`config.mk`:
```
export PLATFORM = sky130hd
export DESIGN_NAME = trap_entry_seq
export DESIGN_NICKNAME = d
export VERILOG_FILES = /design/src/rtl/trap_entry_pkg.sv /design/src/rtl/trap_class_dec.sv /design/src/rtl/trap_level_ctl.sv /design/src/rtl/trap_window_rot.sv /design/src/rtl/trap_state_stack.sv /design/src/rtl/trap_entry_seq.sv
export SDC_FILE = /design/constraint.sdc
export NUM_CORES = 1
export LEC_CHECK = 0
export BUFFER_PORTS_ARGS = -buffer_cell sky130_fd_sc_hd__buf_2
export CAP_MARGIN = 20
export CORE_MARGIN = 1.5
export CORE_UTILIZATION = 56
export CTS_BUF_LIST = sky130_fd_sc_hd__clkbuf_2
export DETAILED_ROUTE_END_ITERATION = 10
export PLACE_DENSITY = 0.88
export SLEW_MARGIN = 25
export SYNTH_ARGS = -nofsm -noshare
export SYNTH_HDL_FRONTEND = slang
export SYNTH_SLANG_ARGS = --single-unit
```
`constraint.sdc`:
```
create_clock -name clk -period 2.6 [get_ports clk]
set_input_delay 0.52 -clock clk [delete_from_list [all_inputs] [get_ports clk]]
set_output_delay 0.52 -clock clk [all_outputs]
set_load 0.01 [all_outputs]
```
`src/rtl/trap_entry_pkg.sv`:
```
package trap_entry_pkg;

   localparam int TT_W     = 9;
   localparam int PS_W     = 12;
   localparam int TSTATE_W = 40;

   // trap type codes the sequencer decodes
   localparam logic [TT_W-1:0] TT_IVEC    = 9'h060;
   localparam logic [TT_W-1:0] TT_IFAULT  = 9'h008;
   localparam logic [TT_W-1:0] TT_DFAULT  = 9'h030;
   localparam logic [TT_W-1:0] TT_IMISS   = 9'h064;
   localparam logic [TT_W-1:0] TT_DMISS   = 9'h068;
   localparam logic [TT_W-1:0] TT_DPROT   = 9'h06C;
   localparam logic [TT_W-1:0] TT_CLEAN   = 9'h024;
   localparam logic [TT_W-1:0] TT_SPILL   = 9'h080;
   localparam logic [TT_W-1:0] TT_FILL    = 9'h0C0;
   localparam logic [TT_W-1:0] TT_WG_MASK = 9'h1C0;

   // processor-state bit positions
   localparam int PS_AG   = 0;
   localparam int PS_PRIV = 2;
   localparam int PS_PEF  = 4;
   localparam int PS_RED  = 5;
   localparam int PS_MG   = 10;
   localparam int PS_IG   = 11;
   localparam logic [PS_W-1:0] PS_SAVE_MASK = 12'hF3F;

   typedef enum logic [1:0] {GSEL_ALT, GSEL_MMU, GSEL_INT} gsel_e;
   typedef enum logic [1:0] {WMOVE_NONE, WMOVE_CLEAN, WMOVE_SPILL, WMOVE_FILL} wmove_e;

endpackage

```
`src/rtl/trap_class_dec.sv`:
```
module trap_class_dec
   import trap_entry_pkg::*;
(
   input  logic [TT_W-1:0] tt_i,
   output gsel_e           gsel_o,
   output wmove_e          wmove_o
);

   logic is_mmu;

   always_comb begin
      is_mmu = (tt_i == TT_IFAULT) || (tt_i == TT_DFAULT) ||
               (tt_i[TT_W-1:2] == TT_IMISS[TT_W-1:2]) ||
               (tt_i[TT_W-1:2] == TT_DMISS[TT_W-1:2]) ||
               (tt_i[TT_W-1:2] == TT_DPROT[TT_W-1:2]);
      if (tt_i == TT_IVEC)
         gsel_o = GSEL_INT;
      else if (is_mmu)
         gsel_o = GSEL_MMU;
      else
         gsel_o = GSEL_ALT;
   end

   always_comb begin
      if (tt_i == TT_CLEAN)
         wmove_o = WMOVE_CLEAN;
      else if ((tt_i & TT_WG_MASK) == TT_SPILL)
         wmove_o = WMOVE_SPILL;
      else if ((tt_i & TT_WG_MASK) == TT_FILL)
         wmove_o = WMOVE_FILL;
      else
         wmove_o = WMOVE_NONE;
   end

endmodule

```
`src/rtl/trap_level_ctl.sv`:
```
module trap_level_ctl #(
   parameter int MAX_TL = 5,
   parameter int TL_W   = 3
) (
   input  logic [TL_W-1:0] tl_i,
   input  logic [TL_W-1:0] max_tl_i,
   output logic            fault_o,
   output logic            set_red_o,
   output logic [TL_W-1:0] tl_next_o
);

   localparam logic [TL_W-1:0] DEPTH = TL_W'(MAX_TL);

   logic [TL_W-1:0] eff_max;
   logic [TL_W:0]   tl_plus;

   always_comb begin
      eff_max   = (max_tl_i > DEPTH) ? DEPTH : max_tl_i;
      fault_o   = (tl_i >= eff_max);
      tl_plus   = {1'b0, tl_i} + {{TL_W{1'b0}}, 1'b1};
      set_red_o = !fault_o && (tl_plus == {1'b0, eff_max});
      tl_next_o = fault_o ? tl_i : tl_plus[TL_W-1:0];
   end

endmodule

```
`src/rtl/trap_window_rot.sv`:
```
module trap_window_rot
   import trap_entry_pkg::*;
#(
   parameter int NWIN  = 8,
   parameter int CWP_W = 3
) (
   input  logic [CWP_W-1:0] cwp_i,
   input  logic [CWP_W-1:0] cansave_i,
   input  wmove_e           wmove_i,
   output logic [CWP_W-1:0] cwp_o
);

   localparam bit POW2 = (NWIN == (1 << CWP_W));

   generate
      if (POW2) begin : g_wrap
         always_comb begin
            unique case (wmove_i)
               WMOVE_CLEAN: cwp_o = cwp_i - CWP_W'(1);
               WMOVE_SPILL: cwp_o = cwp_i - cansave_i - CWP_W'(2);
               WMOVE_FILL:  cwp_o = cwp_i + CWP_W'(1);
               default:     cwp_o = cwp_i;
            endcase
         end
      end else begin : g_modulo
         int step;
         int sum;
         always_comb begin
            unique case (wmove_i)
               WMOVE_CLEAN: step = NWIN - 1;
               WMOVE_SPILL: step = 2 * NWIN - (int'(cansave_i) % NWIN) - 2;
               WMOVE_FILL:  step = 1;
               default:     step = 0;
            endcase
            sum   = int'(cwp_i) + step;
            cwp_o = CWP_W'(sum % NWIN);
         end
      end
   endgenerate

endmodule

```
`src/rtl/trap_state_stack.sv`:
```
module trap_state_stack #(
   parameter int DEPTH = 5,
   parameter int TL_W  = 3,
   parameter int PC_W  = 64,
   parameter int TS_W  = 40,
   parameter int TT_W  = 9
) (
   input  logic            clk,
   input  logic            rst_n,
   input  logic            wr_en_i,
   input  logic [TL_W-1:0] wr_lvl_i,
   input  logic [TS_W-1:0] wr_tstate_i,
   input  logic [PC_W-1:0] wr_pc_i,
   input  logic [PC_W-1:0] wr_npc_i,
   input  logic [TT_W-1:0] wr_tt_i,
   input  logic [TL_W-1:0] rd_lvl_i,
   output logic [TS_W-1:0] rd_tstate_o,
   output logic [PC_W-1:0] rd_pc_o,
   output logic [PC_W-1:0] rd_npc_o,
   output logic [TT_W-1:0] rd_tt_o
);

   logic [TS_W-1:0] ts_q  [DEPTH];
   logic [PC_W-1:0] pc_q  [DEPTH];
   logic [PC_W-1:0] npc_q [DEPTH];
   logic [TT_W-1:0] tt_q  [DEPTH];

   for (genvar g = 0; g < DEPTH; g++) begin : g_slot
      always_ff @(posedge clk or negedge rst_n) begin
         if (!rst_n) begin
            ts_q[g]  <= '0;
            pc_q[g]  <= '0;
            npc_q[g] <= '0;
            tt_q[g]  <= '0;
         end else if (wr_en_i && (wr_lvl_i == TL_W'(g + 1))) begin
            ts_q[g]  <= wr_tstate_i;
            pc_q[g]  <= wr_pc_i;
            npc_q[g] <= wr_npc_i;
            tt_q[g]  <= wr_tt_i;
         end
      end
   end

   always_comb begin
      rd_tstate_o = '0;
      rd_pc_o     = '0;
      rd_npc_o    = '0;
      rd_tt_o     = '0;
      for (int k = 0; k < DEPTH; k++) begin
         if (rd_lvl_i == TL_W'(k + 1)) begin
            rd_tstate_o = ts_q[k];
            rd_pc_o     = pc_q[k];
            rd_npc_o    = npc_q[k];
            rd_tt_o     = tt_q[k];
         end
      end
   end

   // a write always targets a real slot, never level zero
   a_r4_slot_in_range: assert property (@(posedge clk) disable iff (!rst_n)
      wr_en_i |-> (wr_lvl_i != '0) && (wr_lvl_i <= TL_W'(DEPTH)));

endmodule

```
`src/rtl/trap_entry_seq.sv`:
```
module trap_entry_seq
   import trap_entry_pkg::*;
#(
   parameter int MAX_TL = 5,
   parameter int NWIN   = 8,
   parameter int PC_W   = 64,
   parameter int TL_W   = $clog2(MAX_TL + 1),
   parameter int CWP_W  = $clog2(NWIN)
) (
   input  logic                clk,
   input  logic                rst_n,
   input  logic                trap_valid_i,
   input  logic [TT_W-1:0]     tt_i,
   input  logic [7:0]          ccr_i,
   input  logic [7:0]          asi_i,
   input  logic [PS_W-1:0]     pstate_i,
   input  logic [CWP_W-1:0]    cwp_i,
   input  logic [CWP_W-1:0]    cansave_i,
   input  logic [TL_W-1:0]     tl_i,
   input  logic [TL_W-1:0]     max_tl_i,
   input  logic [PC_W-1:0]     pc_i,
   input  logic [PC_W-1:0]     npc_i,
   input  logic [PC_W-1:0]     tba_i,
   input  logic [TL_W-1:0]     rd_lvl_i,
   output logic [TL_W-1:0]     tl_o,
   output logic [PS_W-1:0]     pstate_o,
   output logic [CWP_W-1:0]    cwp_o,
   output logic [PC_W-1:0]     pc_o,
   output logic [PC_W-1:0]     npc_o,
   output logic                done_o,
   output logic                err_o,
   output logic [TSTATE_W-1:0] rd_tstate_o,
   output logic [PC_W-1:0]     rd_tpc_o,
   output logic [PC_W-1:0]     rd_tnpc_o,
   output logic [TT_W-1:0]     rd_tt_o
);

   localparam int VEC_LO = 5;
   localparam int VEC_HI = 14;

   generate
      if (MAX_TL < 2) begin : g_bad_tl
         $error("trap_entry_seq: MAX_TL below 2");
      end
      if (NWIN < 3) begin : g_bad_nwin
         $error("trap_entry_seq: NWIN below 3");
      end
      if (CWP_W > 8) begin : g_bad_cwp
         $error("trap_entry_seq: window pointer wider than its context field");
      end
      if (PC_W < VEC_HI + 2) begin : g_bad_pc
         $error("trap_entry_seq: PC_W too narrow for the vector layout");
      end
   endgenerate

   logic             lvl_fault;
   logic             set_red;
   logic [TL_W-1:0]  tl_next;
   gsel_e            gsel;
   wmove_e           wmove;
   logic [CWP_W-1:0] cwp_next;
   logic [PS_W-1:0]  ps_marked;
   logic [PS_W-1:0]  ps_next;
   logic [TSTATE_W-1:0] tstate_w;
   logic [PC_W-1:0]  vec_pc;
   logic             take;

   trap_level_ctl #(.MAX_TL(MAX_TL), .TL_W(TL_W)) u_level (
      .tl_i      (tl_i),
      .max_tl_i  (max_tl_i),
      .fault_o   (lvl_fault),
      .set_red_o (set_red),
      .tl_next_o (tl_next)
   );

   trap_class_dec u_class (
      .tt_i    (tt_i),
      .gsel_o  (gsel),
      .wmove_o (wmove)
   );

   trap_window_rot #(.NWIN(NWIN), .CWP_W(CWP_W)) u_window (
      .cwp_i     (cwp_i),
      .cansave_i (cansave_i),
      .wmove_i   (wmove),
      .cwp_o     (cwp_next)
   );

   always_comb begin
      ps_marked = pstate_i;
      if (set_red) ps_marked[PS_RED] = 1'b1;
      ps_next = ps_marked;
      ps_next[PS_AG] = 1'b0;
      ps_next[PS_MG] = 1'b0;
      ps_next[PS_IG] = 1'b0;
      unique case (gsel)
         GSEL_INT: ps_next[PS_IG] = 1'b1;
         GSEL_MMU: ps_next[PS_MG] = 1'b1;
         default:  ps_next[PS_AG] = 1'b1;
      endcase
      ps_next[PS_PRIV] = 1'b1;
      ps_next[PS_PEF]  = 1'b1;
   end

   assign tstate_w = {ccr_i, asi_i, 4'b0000, ps_marked & PS_SAVE_MASK, 8'(cwp_i)};
   assign vec_pc   = {tba_i[PC_W-1:VEC_HI+1], (tl_next > TL_W'(1)), tt_i, {VEC_LO{1'b0}}};
   assign take     = trap_valid_i && !lvl_fault;

   trap_state_stack #(
      .DEPTH (MAX_TL),
      .TL_W  (TL_W),
      .PC_W  (PC_W),
      .TS_W  (TSTATE_W),
      .TT_W  (TT_W)
   ) u_stack (
      .clk         (clk),
      .rst_n       (rst_n),
      .wr_en_i     (take),
      .wr_lvl_i    (tl_next),
      .wr_tstate_i (tstate_w),
      .wr_pc_i     (pc_i),
      .wr_npc_i    (npc_i),
      .wr_tt_i     (tt_i),
      .rd_lvl_i    (rd_lvl_i),
      .rd_tstate_o (rd_tstate_o),
      .rd_pc_o     (rd_tpc_o),
      .rd_npc_o    (rd_tnpc_o),
      .rd_tt_o     (rd_tt_o)
   );

   always_ff @(posedge clk or negedge rst_n) begin
      if (!rst_n) begin
         tl_o     <= '0;
         pstate_o <= '0;
         cwp_o    <= '0;
         pc_o     <= '0;
         npc_o    <= '0;
         done_o   <= 1'b0;
         err_o    <= 1'b0;
      end else begin
         done_o <= trap_valid_i;
         err_o  <= trap_valid_i && lvl_fault;
         if (trap_valid_i) begin
            if (lvl_fault) begin
               tl_o     <= tl_i;
               pstate_o <= pstate_i;
               cwp_o    <= cwp_i;
               pc_o     <= pc_i;
               npc_o    <= npc_i;
            end else begin
               tl_o     <= tl_next;
               pstate_o <= ps_next;
               cwp_o    <= cwp_next;
               pc_o     <= vec_pc;
               npc_o    <= vec_pc + PC_W'(4);
            end
         end
      end
   end

   // a refused request keeps the level
   a_r1_fault_holds_level: assert property (@(posedge clk) disable iff (!rst_n)
      (trap_valid_i && lvl_fault) |=> (err_o && tl_o == $past(tl_i)));

   // a taken request steps the level by one
   a_r2_level_steps: assert property (@(posedge clk) disable iff (!rst_n)
      (trap_valid_i && !lvl_fault) |=> (!err_o && tl_o == $past(tl_i) + TL_W'(1)));

   // a taken trap leaves exactly one global set selected
   a_r5_one_global: assert property (@(posedge clk) disable iff (!rst_n)
      (done_o && !err_o) |-> ($countones({pstate_o[PS_IG], pstate_o[PS_MG], pstate_o[PS_AG]}) == 1));

   // vector pair is consecutive
   a_r8_npc_next: assert property (@(posedge clk) disable iff (!rst_n)
      (done_o && !err_o) |-> (npc_o == pc_o + PC_W'(4)));

   // result strobe follows every request
   a_r9_done_follows: assert property (@(posedge clk) disable iff (!rst_n)
      trap_valid_i |=> done_o);

   // no strobe without a request
   a_r9_done_single: assert property (@(posedge clk) disable iff (!rst_n)
      !trap_valid_i |=> !done_o);

endmodule

```
==> results of run 1 <==
-- routing by layer --
metal | GRT overflow | track usage
met1 | 0 | 0.5119
met3 | 0 | 0.2651
met4 | 4 | 0.4491
met5 | 0 | 0.04457
met2 | 6 | 0.6934
-- logic make-up after synthesis --
logic type                 Yosys count  share of synthesized area
and+or+nand+nor                    366                    0.03419
muxes                             1156                     0.2934
other                                1                 0.00008589
adders and majority gates            8                   0.002465
DFF                                978                     0.5606
AOI/OAI and AO/OA                  506                    0.07669
buffers and inverters              295                    0.03049
xor gates and xnor gates             7                   0.002150
-- per-stage QoR --
stage,instance area [sq um],hold WS [ps],cells
after floorplan,43700,224.4,3327
after global placement,49350,456.3,4870
after detailed placement,49350,469.6,4870
after CTS,58920,14.09,5902
-- what timing repair did --
| action | in CTS |
|---|---|
| hold buffers | 550 |
| endpoints found under the setup margin | 314 |
| pin swaps | 50 |
| endpoints found under the hold margin | 1956 |
| setup buffers | 88 |
| resized for setup | 291 |
-- Yosys cell counts, types with 3 or more instances --
master and count:
a21oi_1 17, a22oi_1 166, a31oi_1 119, buf_1 11, buf_2 95, buf_4 28
clkbuf_1 141, dfrtp_1 978, ha_1 7, inv_1 20, mux2_1 20, mux2_2 969
mux2i_1 167, nand2_1 195, nand2b_1 3, nand3_1 17, nor2_1 134, nor2b_1 3
o21ai_0 25, o221ai_1 3, o22ai_1 167, xnor2_1 3
==> metrics.md, run 1 <==
| Metric | Value |
|---|---|
| Status | `did not finish` |
| Failed at | `5_1_grt` |
| Error msg | `[ERROR GRT-0116] Global routing finished with congestion. Check the congestion regions in the DRC Viewer.` |
| Netlist cell types | `45` |
| CTS root buffer | `clkbuf_2` |
| Synth warn | `0` |
| Final Wtd Congestion | `~0.85` |
| GR Util All Layers | `0.4876` |
| Global-route wire length before repair | `around 280,000 um` |
| EDFF count, synth | `0` |
| Async SR Flop Fraction | `1.000` |
| Sequential cell area fraction in the yosys report | `0.5606` |
| Largest net degree at the start of global routing | `~200` |
| Starting Density | `0.5645` |
| Ys flop type | `dfrtp_1` |
| Mapped cell area | `approximately 44,000 sq um` |
| Clock Sinks | `just under 1k` |
| Yosys reg bits | `978` |
| Die height | `282.2 um` |
| Max clock buf depth | `3` |
| Ports | `approximately 570` |
| Post-Syn Instances | `3,317` |
| Number of port buffers | `545` |
| CTS Buf Count | `between 200 and 250` |
| Post-synth top area share | `0.5606` |
| Total grt overflow | `10` |
| H-tree depth | `4` |
| Post-synth top area cell | `dfrtp_1` |
| DP HPWL | `88,200 um` |
| Cell Rows | `between 100 and 150` |
| Synth area leaders | `dfrtp_1 56%, mux2_2 25%, mux2i_1 3.8%` |
| Vias in the first global route | `approximately 45k` |
| Syn Area/Cell | `13.16 sq um` |
| Die Wd | `282.2 um` |
| Dpl ws | `-327.4 ps` |
==> inputs of run 2 (changes only) <==
- CORE_UTILIZATION: 56 -> 40
- CTS_BUF_LIST: sky130_fd_sc_hd__clkbuf_2 -> unset
- PLACE_DENSITY: 0.88 -> unset
- PLACE_DENSITY_LB_ADDON: unset -> 0.15
==> run 2 against run 1 <==
The run now ends clean. Synthesized cell count did not move. Area after synthesis did not move.
==> metrics.md, run 2 <==
| Metric | Value |
|---|---|
| Setup Skew | `0 ps` |
| Pwr/cell area | `~950 nW/um^2` |
| Flop-to-flop setup slack | `roughly 1800 ps` |
| Max clock buf depth | `3 (unchanged)` |
| H-tree depth | `3 (was 4)` |
| Post-synth top area share | `0.5606 (unchanged)` |
| Core ar. | `108,600 sq um` |
| FF/Latch Area | `24,470 sq um` |
| GR Util All Layers | `0.2409` |
| Slowest cell on crit path | `o22ai_1` |
| Final cell count without fillers | `approximately 5.5k` |
| Mapped cell area | `43,660 sq um (unchanged)` |
| CP peak stage delay | `300 ps` |
| Reg clk slew, reported paths | `60 ps` |
| Routed len/inst | `~25 um` |
| Top flop regs | `u_stack.npc_q (320), u_stack.pc_q (320), u_stack.ts_q (145)` |
| CTS Buf Count | `109 (was 239)` |
| Vias | `between 20k and 30k` |
| Tcrit/Tclk final | `0.9716` |
| Top Usage Layer GRT | `met2` |
| Max Cap Violations | `0` |
| Clock Sinks | `978 (unchanged)` |
| Static leakage | `between 20 and 25 nW` |
| # DRC | `0` |
| Post-synthesis mux area share | `0.2934 (unchanged)` |
| Layout cells sized above 1 | `0.4847` |
| CTS tree | `done` |
| Detailed Routing Iterations Pass 1 | `5` |
| Critical Path RT | `approximately 2100 ps` |
| Worst-Skew Late Latency | `680 ps` |
| # placed instances | `5,256 (was 4,870)` |
| Min-Delay Path Depth | `2` |
| Initial drt markers | `1,715` |
| WHS Endpoint | `pstate_o[6]` |
| Met1 Use GR | `0.3244` |
| Most frequent cell after synthesis | `dfrtp_1 (unchanged)` |
| Ys flop type | `dfrtp_1 (unchanged)` |
| Cells on worst reg2reg path | `1` |
| Total grt overflow | `0` |
| Largest net degree at the start of global routing | `139` |
| Final setup violation count | `0` |
| Slew Limit Fails | `0` |
| Crit path max-delay family | `buffers and inverters` |
| GRT met3 Usage | `0.05274` |
| Most common cell after layout, fill and taps aside | `dfrtp_1` |
| Initial antenna violation count | `23` |
| Ports | `572 (unchanged)` |
| Layout net count | `about 4.2k` |
| CP most frequent cell | `buf_12` |
| Number of port buffers | `545 (unchanged)` |
| Post-Synth Simple-Gate Area | `0.03419 (unchanged)` |
| Top cells by count, synth | `978 x dfrtp_1, 969 x mux2_2, 195 x nand2_1 (unchanged)` |
| Worst-Margin Slew | `868.8 ps` |
| Global-route wire length before repair | `~200,000 um` |
| Xor/xnor share of the synthesized area | `0.002149 (unchanged)` |
| Post-Layout Inst Area | `53,940 sq um` |
| Status | `finished clean (was did not finish)` |
| Async SR Flop Fraction | `1.000 (unchanged)` |
| CTS root buffer | `clkbuf_16 (was clkbuf_2)` |
| Hold crit path type | `primary input to register` |
| Rel. slew slack | `0.4208` |
| Post-Syn Instances | `3,317 (unchanged)` |
| Synth warn | `0 (unchanged)` |
| Die Wd | `333.4 um (was 282.2 um)` |
| Worst Path Arrival | `around 2000 ps` |
| DRT Wirelength | `about 130,000 um` |
| EDFF count, synth | `0 (unchanged)` |
| Setup CP Type | `primary input to output port` |
| Die height | `333.4 um (was 282.2 um)` |
| Synth area leaders | `dfrtp_1 56%, mux2_2 25%, mux2i_1 3.8% (unchanged)` |
| Area of the multi-input gates | `around 18,000 sq um` |
| Final min period | `between 2000 and 3000 ps` |
| Worst-path maximum fanout | `12` |
| Dpl cell area | `49,990 sq um (was 49,350 sq um)` |
| Worst Hold Launch | `pstate_i[6]` |
| CP Buf/Inv Count | `5` |
| Setup ws final | `about 74 ps` |
| Cell Rows | `121 (was 102)` |
| # fillers | `9,775` |
| Dpl ws | `-355.2 ps (was -327.4 ps)` |
| P&R area growth vs syn | `23.55%` |
| Largest family of logic cells by synthesized area | `multiplexers (unchanged)` |
| Vias in the first global route | `30.86k` |
| Worst R2R Start | `u_stack.pc_q[76]` |
| Startpoint types | `primary input` |
| Commonest cells after routing, fill and taps aside | `978 x dfrtp_1, 969 x mux2_2, 540 x buf_2, 195 x nand2_1, 167 x mux2i_1` |
| Crit. End Element | `output port` |
| Netlist cell types | `45 (unchanged)` |
| Final Wtd Congestion | `0.7905 (was 0.8460)` |
| Sequential cell area fraction in the yosys report | `0.5606 (unchanged)` |
| Max IR drop VDD | `a little over 0.0005 V` |
| Post-synth top area cell | `dfrtp_1 (unchanged)` |
| Yosys reg bits | `978 (unchanged)` |
| Compound-gate portion of the synthesized area | `0.07669 (unchanged)` |
| Antenna-violating nets left | `0` |
| Peak Freq | `~400 MHz` |
| Synth Area in Adders | `0.002465 (unchanged)` |
| Via/cell ratio | `5.440` |
| RSZ-0062 raised after global routing | `false` |
| Critical path, cell by cell | `buf_12 -> buf_16 -> buf_12 -> buf_4 -> mux2i_1 -> o22ai_1 -> buf_2` |
| Starting Density | `0.4022 (was 0.5645)` |
| GR Util met2 | `0.3859` |
| Syn Area/Cell | `13.16 sq um (unchanged)` |
| DP HPWL | `94,460 um (was 88,200 um)` |
| End of the worst register-to-register path | `u_stack.pc_q[76]` |
| Fin. Hold Viols | `0` |
| DIE AREA | `between 100,000 and 150,000 sq um` |
run 2: cell counts after synthesis:
No cell type changed its count.
run 2: logic make-up (layout without fill, tap and decap cells):
group,after synthesis,after routing
other cells,1,18
buf+inv,295,1016
mux,1156,1156
xor+xnor,7,7
fa+ha+maj,8,8
simple gates,366,366
flops,978,978
compound gates,506,506
run 2: routing by layer:
| layer | up-vias | part of all wire |
|---|---|---|
| li1 | 13429 | - |
| met5 | - | 0.0014 |
| met3 | 229 | 0.054 |
| met2 | 696 | 0.47 |
| met1 | 15365 | 0.44 |
| met4 | 30 | 0.032 |
run 2: repair_timing:
action / 4_1_cts / 5_1_grt
cloned: 0 / 2
hold buffers: 1 / 0
hold endpoints to repair: 13 / 0
buffers inserted: 0 / 3
resized for setup: 3 / 4
pin swaps: 0 / 0
endpoints found under the setup margin: 2 / 13
run 2: worst max path at each step:
stage | slack [ps] | cells after the start | start | end
final | 70 | 7 | rd_lvl_i[0] | rd_tnpc_o[53]
after global routing | 4 | 7 | rd_lvl_i[0] | rd_tstate_o[2]
after CTS | 10 | 7 | rd_lvl_i[0] | rd_tpc_o[51]
after detailed placement | -360 | 9 | max_tl_i[1] | u_stack.npc_q[83]
after global placement | -330 | 9 | max_tl_i[1] | u_stack.pc_q[74]
after floorplan | 100 | 8 | max_tl_i[1] | u_stack.npc_q[107]
run 2: stage by stage:
stage	setup TNS (ps)	hold slack, ps	total power, W	util
after floorplan	0	224.4	0.03065	-
after global placement	-108570	430.1	0.03484	0.4606
after detailed placement	-116440	434.0	0.03529	0.4606
after CTS	0	18.70	0.05162	0.4959
after global routing	0	29.48	0.05388	0.4969
final	0	73.40	0.05115	0.4969
run 2: power breakdown:
group | internal (W) | leakage [nW] | switching (W)
clock network | 0.00978 | 1.88 | 0.00637
registers | 0.0204 | 11.9 | 0.00251
logic | 0.00676 | 11.1 | 0.00532
total | 0.0370 | 24.8 | 0.0142
run 2: final cells by class:
type | count | area share
timing repair buffer | 796 | 0.1082
antenna | 7 | 0.0003247
sequential | 978 | 0.4537
multi-input combinational | 2054 | 0.3330
inverter | 20 | 0.001392
clock buffer | 161 | 0.06149
clock inverter | 39 | 0.009046
tap | 1414 | 0.03280
Note: power is estimated with default switching activity, not from simulation.
